`config.mk`:
```
export PLATFORM = sky130hd
export DESIGN_NAME = vr_seq_ctrl
export DESIGN_NICKNAME = d
export VERILOG_FILES = /design/src/rtl/vr_seq_pkg.sv /design/src/rtl/vr_dac_ramp.sv /design/src/rtl/vr_rdy_delay.sv /design/src/rtl/vr_phase_mode.sv /design/src/rtl/vr_seq_ctrl.sv
export SDC_FILE = /design/constraint.sdc
export NUM_CORES = 1
export LEC_CHECK = 0
export BUFFER_PORTS_ARGS = -buffer_cell sky130_fd_sc_hd__buf_2
export CAP_MARGIN = 10
export CORE_MARGIN = 3
export CORE_UTILIZATION = 40
export DETAILED_ROUTE_END_ITERATION = 12
export GPL_ROUTABILITY_DRIVEN = 0
export GPL_TIMING_DRIVEN = 0
export HOLD_SLACK_MARGIN = 0.08
export RECOVER_POWER = 25
export SLEW_MARGIN = 25
export SYNTH_ARGS = -nofsm -noshare
export SYNTH_HDL_FRONTEND = slang
export SYNTH_SLANG_ARGS = --single-unit
export TNS_END_PERCENT = 50
```
`constraint.sdc`:
```
create_clock -name clk -period 9 [get_ports clk]
set_input_delay 0.9 -clock clk [delete_from_list [all_inputs] [get_ports clk]]
set_output_delay 0.9 -clock clk [all_outputs]
set_load 0.01 [all_outputs]
```
`src/rtl/vr_seq_pkg.sv`:
```
package vr_seq_pkg;
    typedef enum logic [3:0] {
        ST_OFF, ST_CAL, ST_POC, ST_DRV, ST_BOOT,
        ST_VID, ST_REFR, ST_RAMP, ST_REG, ST_LATCH
    } seq_st_e;

    localparam logic [1:0] PM_LOW = 2'd0;
    localparam logic [1:0] PM_MID = 2'd1;
    localparam logic [1:0] PM_HIZ = 2'd2;
    localparam logic [1:0] PM_ACT = 2'd3;
endpackage

```
`src/rtl/vr_dac_ramp.sv`:
```
module vr_dac_ramp #(
    parameter int DAC_W     = 8,
    parameter int STEP_CYC  = 4,
    parameter int FAST_STEP = 4
) (
    input  logic             clk,
    input  logic             rst_n,
    input  logic             clr,
    input  logic             run,
    input  logic             fast,
    input  logic [DAC_W-1:0] target,
    output logic [DAC_W-1:0] dac,
    output logic             at_target
);
    localparam int PW = (STEP_CYC > 1) ? $clog2(STEP_CYC) : 1;
    localparam logic [PW-1:0] P_LAST = PW'(STEP_CYC - 1);

    logic [PW-1:0]    presc_q;
    logic [DAC_W-1:0] dac_q;
    logic [DAC_W-1:0] nxt;
    logic [DAC_W:0]   step;
    logic [DAC_W:0]   room;

    always_comb begin
        step = fast ? (DAC_W+1)'(FAST_STEP) : (DAC_W+1)'(1);
        room = {1'b0, target} - {1'b0, dac_q};
        if (dac_q >= target || room <= step) nxt = target;
        else                                 nxt = dac_q + step[DAC_W-1:0];
    end

    always_ff @(posedge clk or negedge rst_n) begin
        if (!rst_n) begin
            presc_q <= '0;
            dac_q   <= '0;
        end else if (clr) begin
            presc_q <= '0;
            dac_q   <= '0;
        end else if (run) begin
            if (presc_q == P_LAST) begin
                presc_q <= '0;
                dac_q   <= nxt;
            end else begin
                presc_q <= presc_q + 1'b1;
            end
        end
    end

    assign dac       = dac_q;
    assign at_target = (dac_q == target);

    p_no_overshoot_r4: assert property (@(posedge clk) disable iff (!rst_n)
        (run && dac_q <= target) |=> dac_q <= $past(target));
    p_step_bound_r4: assert property (@(posedge clk) disable iff (!rst_n)
        (run && !clr) |=> (dac_q >= $past(dac_q)) &&
                         ({1'b0, dac_q} <= {1'b0, $past(dac_q)} + (DAC_W+1)'(FAST_STEP)));
endmodule

```
`src/rtl/vr_rdy_delay.sv`:
```
module vr_rdy_delay #(
    parameter int DLY = 8
) (
    input  logic clk,
    input  logic rst_n,
    input  logic arm,
    output logic ready
);
    localparam int CW = $clog2(DLY + 1);
    localparam logic [CW-1:0] C_END = CW'(DLY);

    logic [CW-1:0] cnt_q;

    always_ff @(posedge clk or negedge rst_n) begin
        if (!rst_n)              cnt_q <= '0;
        else if (!arm)           cnt_q <= '0;
        else if (cnt_q != C_END) cnt_q <= cnt_q + 1'b1;
    end

    assign ready = arm && (cnt_q == C_END);

    p_ready_needs_arm_r6: assert property (@(posedge clk) disable iff (!rst_n)
        ready |-> $past(arm));
endmodule

```
`src/rtl/vr_phase_mode.sv`:
```
module vr_phase_mode
    import vr_seq_pkg::*;
#(
    parameter int NPH = 4
) (
    input  logic             clk,
    input  logic             rst_n,
    input  logic             running,
    input  logic [1:0]       base_mode,
    input  logic [NPH-1:0]   pulse,
    output logic [2*NPH-1:0] mode
);
    logic [NPH-1:0] fired_q;

    for (genvar g = 0; g < NPH; g++) begin : g_ph
        always_ff @(posedge clk or negedge rst_n) begin
            if (!rst_n) fired_q[g] <= 1'b0;
            else        fired_q[g] <= running & (fired_q[g] | pulse[g]);
        end
        assign mode[2*g +: 2] = (running && fired_q[g]) ? PM_ACT : base_mode;
    end

    p_fired_clear_r5: assert property (@(posedge clk) disable iff (!rst_n)
        !running |=> fired_q == '0);
endmodule

```
`src/rtl/vr_seq_ctrl.sv`:
```
module vr_seq_ctrl
    import vr_seq_pkg::*;
#(
    parameter int DAC_W       = 8,
    parameter int NPH         = 4,
    parameter int STEP_CYC    = 4,
    parameter int FAST_STEP   = 4,
    parameter int REFRESH_CYC = 6,
    parameter int RDY_DLY     = 8
) (
    input  logic             clk,
    input  logic             rst_n,
    input  logic             vcc_ok,
    input  logic             vin_ok,
    input  logic             en,
    input  logic             drv_rdy,
    input  logic             cal_done,
    input  logic             cfg_done,
    input  logic [DAC_W-1:0] boot_code,
    input  logic             vid_strobe,
    input  logic [DAC_W-1:0] vid_code,
    input  logic             fast_slew,
    input  logic [NPH-1:0]   pwm_pulse,
    input  logic             fault,
    output logic [DAC_W-1:0] dac_code,
    output logic             drv_en,
    output logic             ready,
    output logic [2*NPH-1:0] ph_mode
);
    localparam int RW = (REFRESH_CYC > 1) ? $clog2(REFRESH_CYC) : 1;
    localparam logic [RW-1:0] R_LAST = RW'(REFRESH_CYC - 1);

    seq_st_e          st_q, st_nxt;
    logic [RW-1:0]    rcnt_q;
    logic [DAC_W-1:0] boot_q, tgt_q;
    logic             boot_vld_q;
    logic             sup_ok, post_drv, running, clr_dac, at_tgt;
    logic [1:0]       base_mode;

    assign sup_ok   = vcc_ok && vin_ok;
    assign post_drv = st_q inside {ST_BOOT, ST_VID, ST_REFR, ST_RAMP, ST_REG, ST_LATCH};
    assign running  = st_q inside {ST_RAMP, ST_REG};
    assign clr_dac  = !(st_q inside {ST_RAMP, ST_REG, ST_LATCH});

    // next-state selection
    always_comb begin
        st_nxt = st_q;
        if (!sup_ok)                     st_nxt = ST_OFF;
        else if (st_q != ST_OFF && !en)  st_nxt = ST_OFF;
        else if (post_drv && !drv_rdy)   st_nxt = ST_OFF;
        else if (running && fault)       st_nxt = ST_LATCH;
        else begin
            unique case (st_q)
                ST_OFF:   if (en)       st_nxt = ST_CAL;
                ST_CAL:   if (cal_done) st_nxt = ST_POC;
                ST_POC:   if (cfg_done) st_nxt = ST_DRV;
                ST_DRV:   if (drv_rdy)  st_nxt = ST_BOOT;
                ST_BOOT:  st_nxt = (boot_q == '0) ? ST_VID : ST_REFR;
                ST_VID:   if (vid_strobe) st_nxt = ST_REFR;
                ST_REFR:  if (rcnt_q == R_LAST) st_nxt = ST_RAMP;
                ST_RAMP:  if (at_tgt)   st_nxt = ST_REG;
                ST_REG:   st_nxt = ST_REG;
                ST_LATCH: st_nxt = ST_LATCH;
                default:  st_nxt = ST_OFF;
            endcase
        end
    end

    // state register and sequencing storage
    always_ff @(posedge clk or negedge rst_n) begin
        if (!rst_n) begin
            st_q       <= ST_OFF;
            rcnt_q     <= '0;
            boot_q     <= '0;
            boot_vld_q <= 1'b0;
            tgt_q      <= '0;
        end else begin
            st_q   <= st_nxt;
            rcnt_q <= (st_q == ST_REFR) ? rcnt_q + 1'b1 : '0;
            if (!sup_ok)
                boot_vld_q <= 1'b0;
            else if (st_q == ST_POC && cfg_done && !boot_vld_q) begin
                boot_q     <= boot_code;
                boot_vld_q <= 1'b1;
            end
            if (st_q == ST_BOOT)                    tgt_q <= boot_q;
            else if (st_q == ST_VID && vid_strobe)  tgt_q <= vid_code;
        end
    end

    // outputs
    always_comb begin
        drv_en = st_q inside {ST_DRV, ST_BOOT, ST_VID, ST_REFR, ST_RAMP, ST_REG, ST_LATCH};
        unique case (st_q)
            ST_CAL, ST_POC: base_mode = PM_HIZ;
            ST_LATCH:       base_mode = PM_LOW;
            default:        base_mode = PM_MID;
        endcase
    end

    vr_dac_ramp #(.DAC_W(DAC_W), .STEP_CYC(STEP_CYC), .FAST_STEP(FAST_STEP)) ramp_i (
        .clk(clk), .rst_n(rst_n), .clr(clr_dac), .run(st_q == ST_RAMP),
        .fast(fast_slew), .target(tgt_q), .dac(dac_code), .at_target(at_tgt)
    );

    vr_rdy_delay #(.DLY(RDY_DLY)) rdy_i (
        .clk(clk), .rst_n(rst_n), .arm(st_q == ST_REG), .ready(ready)
    );

    vr_phase_mode #(.NPH(NPH)) phase_i (
        .clk(clk), .rst_n(rst_n), .running(running), .base_mode(base_mode),
        .pulse(pwm_pulse), .mode(ph_mode)
    );

    p_supply_off_r1: assert property (@(posedge clk) disable iff (!rst_n)
        !sup_ok |=> st_q == ST_OFF);
    p_en_low_off_r7: assert property (@(posedge clk) disable iff (!rst_n)
        !en |=> st_q == ST_OFF);
    p_ready_at_target_r6: assert property (@(posedge clk) disable iff (!rst_n)
        ready |-> dac_code == tgt_q);
    p_boot_hold_r9: assert property (@(posedge clk) disable iff (!rst_n)
        (boot_vld_q && sup_ok) |=> $stable(boot_q));
    p_latch_quiet_r8: assert property (@(posedge clk) disable iff (!rst_n)
        (st_q == ST_LATCH) |-> (ph_mode == '0) && !ready && drv_en);
    p_off_mid_r5: assert property (@(posedge clk) disable iff (!rst_n)
        (st_q == ST_OFF) |-> ph_mode == {NPH{PM_MID}});
    p_refresh_zero_r10: assert property (@(posedge clk) disable iff (!rst_n)
        (st_q == ST_REFR) |-> dac_code == '0);
endmodule

```
# Word-level counts from Yosys, hierarchy flattened
# Index checks and enable logic that the tools add are counted.
# op_classes
n_addsub	5
n_lt_le_gt_ge	2
eq_ne	25
n_mux	33
n_bitwise	8
reduce_logical	28
# ops
op	count
$mux 4	13
$mux 8	6
$pmux 4 s10	1
$ne 6x6->1 const B	5
$eq 4x3->1 const B	4
$mux 2	8
$eq 4x4->1 const B	3
$logic_and 1x1->1	12
$le 9x9->1	1
$sub 8x8->9	1
$add 8x8->8	1
$eq 4x2->1 const B	2
$eq 8x8->1	1
$ge 8x8->1	1
$logic_not 8->1	1
$reduce_and 7->1	1
$reduce_bool 7->1	1
$mux 3	2
$ne 2x1->1 const B	3
$ne 6x2->1 const B	1
$ne 6x3->1 const B	1
$reduce_bool 6->1	1
$add 4x1->4 const B	1
$and 1x1->1	4
18 further kinds	26
# word_totals
regBits	42
in_bits	31
out_inout_bits	18
wordCells	113

# Depth between registers and ports, before layout
# depth
depth_word	7
mapped_depth	13
ltp_nobuf	12

# Modules after synthesis
# From an unflattened synthesis, not the netlist that was laid out.
# unflattened
hier_cells	324
area_unflattened_um2	2962.8
# by_module_without_submodules
module	n_inst	cells_each	area_per_inst_um2	seq_area_each_um2
vr_seq_ctrl	1	138	1367.6	600.6
vr_dac_ramp	1	148	1169.9	250.2
vr_rdy_delay	1	21	221.5	100.1
vr_phase_mode	1	17	203.9	100.1

# Worst setup path after synthesis
# No wires, ideal clock.
# synth_path
path_type	register -> register
from	reg ramp_i.dac_q[0], in the netlist ramp_i.dac[0]
to	reg ramp_i.dac_q[6], in the netlist ramp_i.dac[6]
setup_ns	0.126
arrival_ns	2.891
required_time_ns	8.874
slack_ns	5.983
path_stages_with_launch	13
path_cell_list	dfrtp_1 -> ha_1 -> fa_1 -> xnor2_1 -> ha_1 -> nand2b_1 -> a21boi_2 -> o221ai_2 -> or4_4 -> buf_6 -> o21ai_4 -> o21ai_2 -> a221o_1
# synth_via
elab_chain_cells	7
# synth_rtl
element	line	text
start, declared	vr_dac_ramp.sv:19	logic [DAC_W-1:0] dac_q;
start signal, assigned	vr_dac_ramp.sv:41	dac_q <= nxt;
$sub 8x8->9	vr_dac_ramp.sv:26	room = {1'b0, target} - {1'b0, dac_q};
$le 9x9->1	vr_dac_ramp.sv:27	if (dac_q >= target || room <= step) nxt = target;
$logic_or 1x1->1	vr_dac_ramp.sv:27	
$mux 8 *	vr_dac_ramp.sv:27	
$mux 8 *	vr_dac_ramp.sv:39	if (presc_q == P_LAST) begin
$mux 8 *	vr_dac_ramp.sv:38	end else if (run) begin
$mux 8 *	vr_dac_ramp.sv:35	end else if (clr) begin
# Mark *: on every way between the ends. The rest lies on a longest branch, timed or not. The select of a mux whose other input is x is not followed.
# A chain may end at the register's enable or synchronous reset.

# Worst setup path after layout
# layout_path
from	reg st_q[1]
to	out ph_mode[0]
# layout_via
elab_chain_cells	4
# layout_rtl
element	line	text
start, declared	vr_seq_ctrl.sv:33	seq_st_e st_q, st_nxt;
start signal, assigned	vr_seq_ctrl.sv:78	st_q <= st_nxt;
$eq 4x2->1 (tied with other cells)	vr_seq_ctrl.sv:94	unique case (st_q)
$reduce_or 2->1 or $reduce_bool 2->1 (tied branches)	vr_seq_ctrl.sv:94, vr_seq_ctrl.sv:42	
$pmux 2 s2 or $logic_and 1x1->1 (tied branches)	vr_seq_ctrl.sv:94, vr_phase_mode.sv:20	
$mux 2 *	vr_phase_mode.sv:20	assign mode[2*g +: 2] = (running && fired_q[g]) ? PM_ACT : base_mode;
end, declared	vr_seq_ctrl.sv:28	output logic [2*NPH-1:0] ph_mode
# Mark *: on every way between the ends. The rest lies on a longest branch, timed or not.

==> results.cfg <==
[critical_path]
critPathKind = reg2out
arrival_ns = 2.34
cp-start-kind = flip-flop
critPathCaptureType = primary output
cp_max_fo = 10
critPathRequiredTime_ns = 8.10

[die]
die_h_um = 90.5
core_um2 = 6870
die_w_um = 90.5
initial_utilization = 0.416
io_pins = 49
rows = 30
die_area_um2 = 8200

[sta]
period_minus_slack_ns = 3.24
skew_ns = 0.00954
hold_viol = 0
worstMarginPinSlew_ns = 2.31
slew_headroom = -0.542
setup_tns_ns = 0
finalSetupViolCount = 0
fin_hold_ws_ns = 0.486
fin_crit_sh = 0.360
grt_setup_unrepaired = false
maxSlewViolCount = 43
max_freq_mhz = 309

[place]
io_buffers = 48
dp_hpwl_um = 5130
dpl_cell_area_um2 = 3220

[logic_synthesis]
synth_cells = 317
yosys.cell_types.count = 55
syn_nets = 367
synth-seq-area-share = 0.368
synth_ff_type = dfrtp_1
synth-async-reset-ratio = 1.00
syn_area_um2 = 2860
yosysWarnings = 0
synth-seq-cells = 42
syn_area_per_cell_um2 = 9.02
synth_edf_count = 0

[power_and_ir_drop]
fin_total_pwr_mw = 0.444
pwr-share-comb = 0.202
intPower_mw = 0.315
swShare = 0.290
p_seq_frac = 0.450
pwr-share-clk = 0.349
ir_worst_vdd_mv = 0.0765
power_density_nw_per_um2 = 133
power.leakage_nw = 1.52
p_sw_mw = 0.129

[clock_network]
post-cts-setup-buffer-count = 0
clock_sinks = 42
cts_resized = 0
clkTransAtPathRegs_ns = 0.08
cts_tree = yes
cts-hold-fix-buffers = 0
cts_root_buf = clkbuf_8
cts_buffers = 5
clock_path_buffers = 2
htreeDepth = 2
clkLatencyLatePin_ns = 0.31

[route]
route.detailed.drc = 0
dr_total_vias = 2479
vias_per_cell = 5.29
wl_per_cell_um = 14.3
dr.pass1.iters = 4
drt-initial-drc-count = 175
final_antenna_net_count = 0
wirelength_um = 6690

[flow_run]
drv_cap = 1

[global_route]
grt.total_usage = 0.173
grt_max_degree = 43
grt_pass1_vias = 2505
grt_first_pass_wirelength_um = 11800
antenna_found_initial = 0
overflow = 0

[finish]
fin_area_um2 = 3330
postLayoutCoreUtil = 0.485
nets = 422
drive_gt1_frac = 0.231
syn2layout_area_growth_pct = 16.5
antenna_cells = 0

[min_path]
hold_path_class = reg2reg

[run_status]
outcome = complete, but fails checks
violations = max-capacitance violations, max-slew violations
==> cell usage after synthesis (2+ instances only) <==
master	instances	area (um^2)
nand3_1	6	30.0
nor2_1	28	105
nor3_1	12	60.1
a211o_1	3	26.3
o22ai_1	2	12.5
o21ai_2	2	17.5
o211ai_1	2	15.0
xor2_1	2	17.5
mux2_2	9	101
a22o_1	2	17.5
o21a_1	4	30.0
or2_2	3	18.8
clkbuf_1	9	33.8
nand2b_1	11	68.8
nand2_1	31	116
mux2i_1	12	120
xnor2_1	6	52.6
a21oi_1	23	115
nand3b_1	2	15.0
a221o_1	5	50.1
inv_1	18	67.6
nand4_1	4	25.0
a21boi_0	2	15.0
o21ai_0	24	120
o21ai_1	2	10.0
and2_1	2	12.5
buf_6	2	22.5
ha_1	18	225
a21oi_2	2	17.5
nor4_1	3	18.8
dfrtp_1	42	1050
==> per-layer routing <==
layer  GRT usage  up-vias  wire length, um  part of all wire
li1            -     1253                -                 -
met1       0.241     1158             3200              0.48
met2       0.282       64             3120              0.47
met3      0.0258        4              317             0.047
met4      0.0434        0               53            0.0079
met5           0        -                0                 0
==> worst max-delay path: stages (launching register included) <==
cell	delay [ns]
dfrtp_1	0.39
clkbuf_1	0.35
buf_1	0.38
nand2_1	0.22
o21ai_0	0.45
nand2b_1	0.10
buf_2	0.15
==> worst paths after layout <==
check | start | endpoint | slack (ns) | cells past startpoint
setup / recovery | st_q[1]$_DFFE_PN0P_ | ph_mode[0] | 5.76 | 6
hold / removal | rcnt_q[0]$_DFF_PN0_ | rcnt_q[0]$_DFF_PN0_ | 0.49 | 1
setup reg to reg | ramp_i.dac[0]$_DFFE_PN0P_ | ramp_i.dac[6]$_DFFE_PN0P_ | 5.81 | 12
hold reg to reg | rcnt_q[0]$_DFF_PN0_ | rcnt_q[0]$_DFF_PN0_ | 0.49 | 1
max in group asynchronous | rst_n | rcnt_q[1]$_DFF_PN0_ | 6.40 | 1
min in group asynchronous | rst_n | ramp_i.dac[5]$_DFFE_PN0P_ | 1.28 | 1
==> power by group through the flow <==
stage                     Combinational [mW]  Sequential, mW  Clock [mW]
after floorplan                       0.0628           0.202           0
after global placement                0.0885           0.203           0
after detailed placement              0.0898           0.204           0
after CTS                             0.0904           0.200       0.159
after global routing                   0.102           0.201       0.168
final                                 0.0895           0.200       0.155
==> cell type report <==
class | instances | area, um^2
Buffer | 12 | 60.1
Clock buffer | 5 | 68.8
Clock inverter | 3 | 45.0
Fill cell | 679 | 3540
Inverter | 18 | 67.6
Multi-Input combinational cell | 245 | 1680
Sequential cell | 42 | 1050
Tap cell | 96 | 120
Timing Repair Buffer | 48 | 239
==> stage by stage <==
stage                     setup slack [ns]  instances
after floorplan                       5.98        317
after global placement                5.85        461
after detailed placement              5.82        461
after CTS                             5.76        469
after global routing                  5.39        469
final                                 5.76        469
==> sequential cells by signal, summed over array words and instances, names as in the netlist <==
name and cells:
boot_vld_q 1, ramp_i.presc_q 2, boot_q 8, rcnt_q 3, rdy_i.cnt_q 4, tgt_q 8
ramp_i.dac 8, phase_i.fired_q 4, st_q 4
==> cell usage in the layout, fill, tap and decap left out, types with 3 or more instances in the layout <==
| master | n |
|---|---|
| dfrtp_1 | 42 |
| xnor2_1 | 6 |
| nand2b_1 | 11 |
| or2_2 | 3 |
| nand3_1 | 6 |
| inv_1 | 18 |
| nor3_1 | 12 |
| mux2i_1 | 12 |
| nand4_1 | 4 |
| o21ai_0 | 24 |
| clkbuf_1 | 10 |
| nor4_1 | 3 |
| a221o_1 | 5 |
| mux2_2 | 9 |
| buf_2 | 47 |
| a21oi_1 | 23 |
| ha_1 | 18 |
| clkbuf_8 | 5 |
| a211o_1 | 3 |
| o21a_1 | 4 |
| nor2_1 | 28 |
| nand2_1 | 31 |
==> logic make-up after synthesis <==
| group | synth area share |
|---|---|
| muxes | 0.0853 |
| AOI/OAI and AO/OA | 0.203 |
| and+or+nand+nor | 0.189 |
| xor gates and xnor gates | 0.0245 |
| DFF | 0.368 |
| buffers and inverters | 0.0446 |
| adders and majority gates | 0.0858 |
No activity file was read; power rests on OpenSTA's default activity.
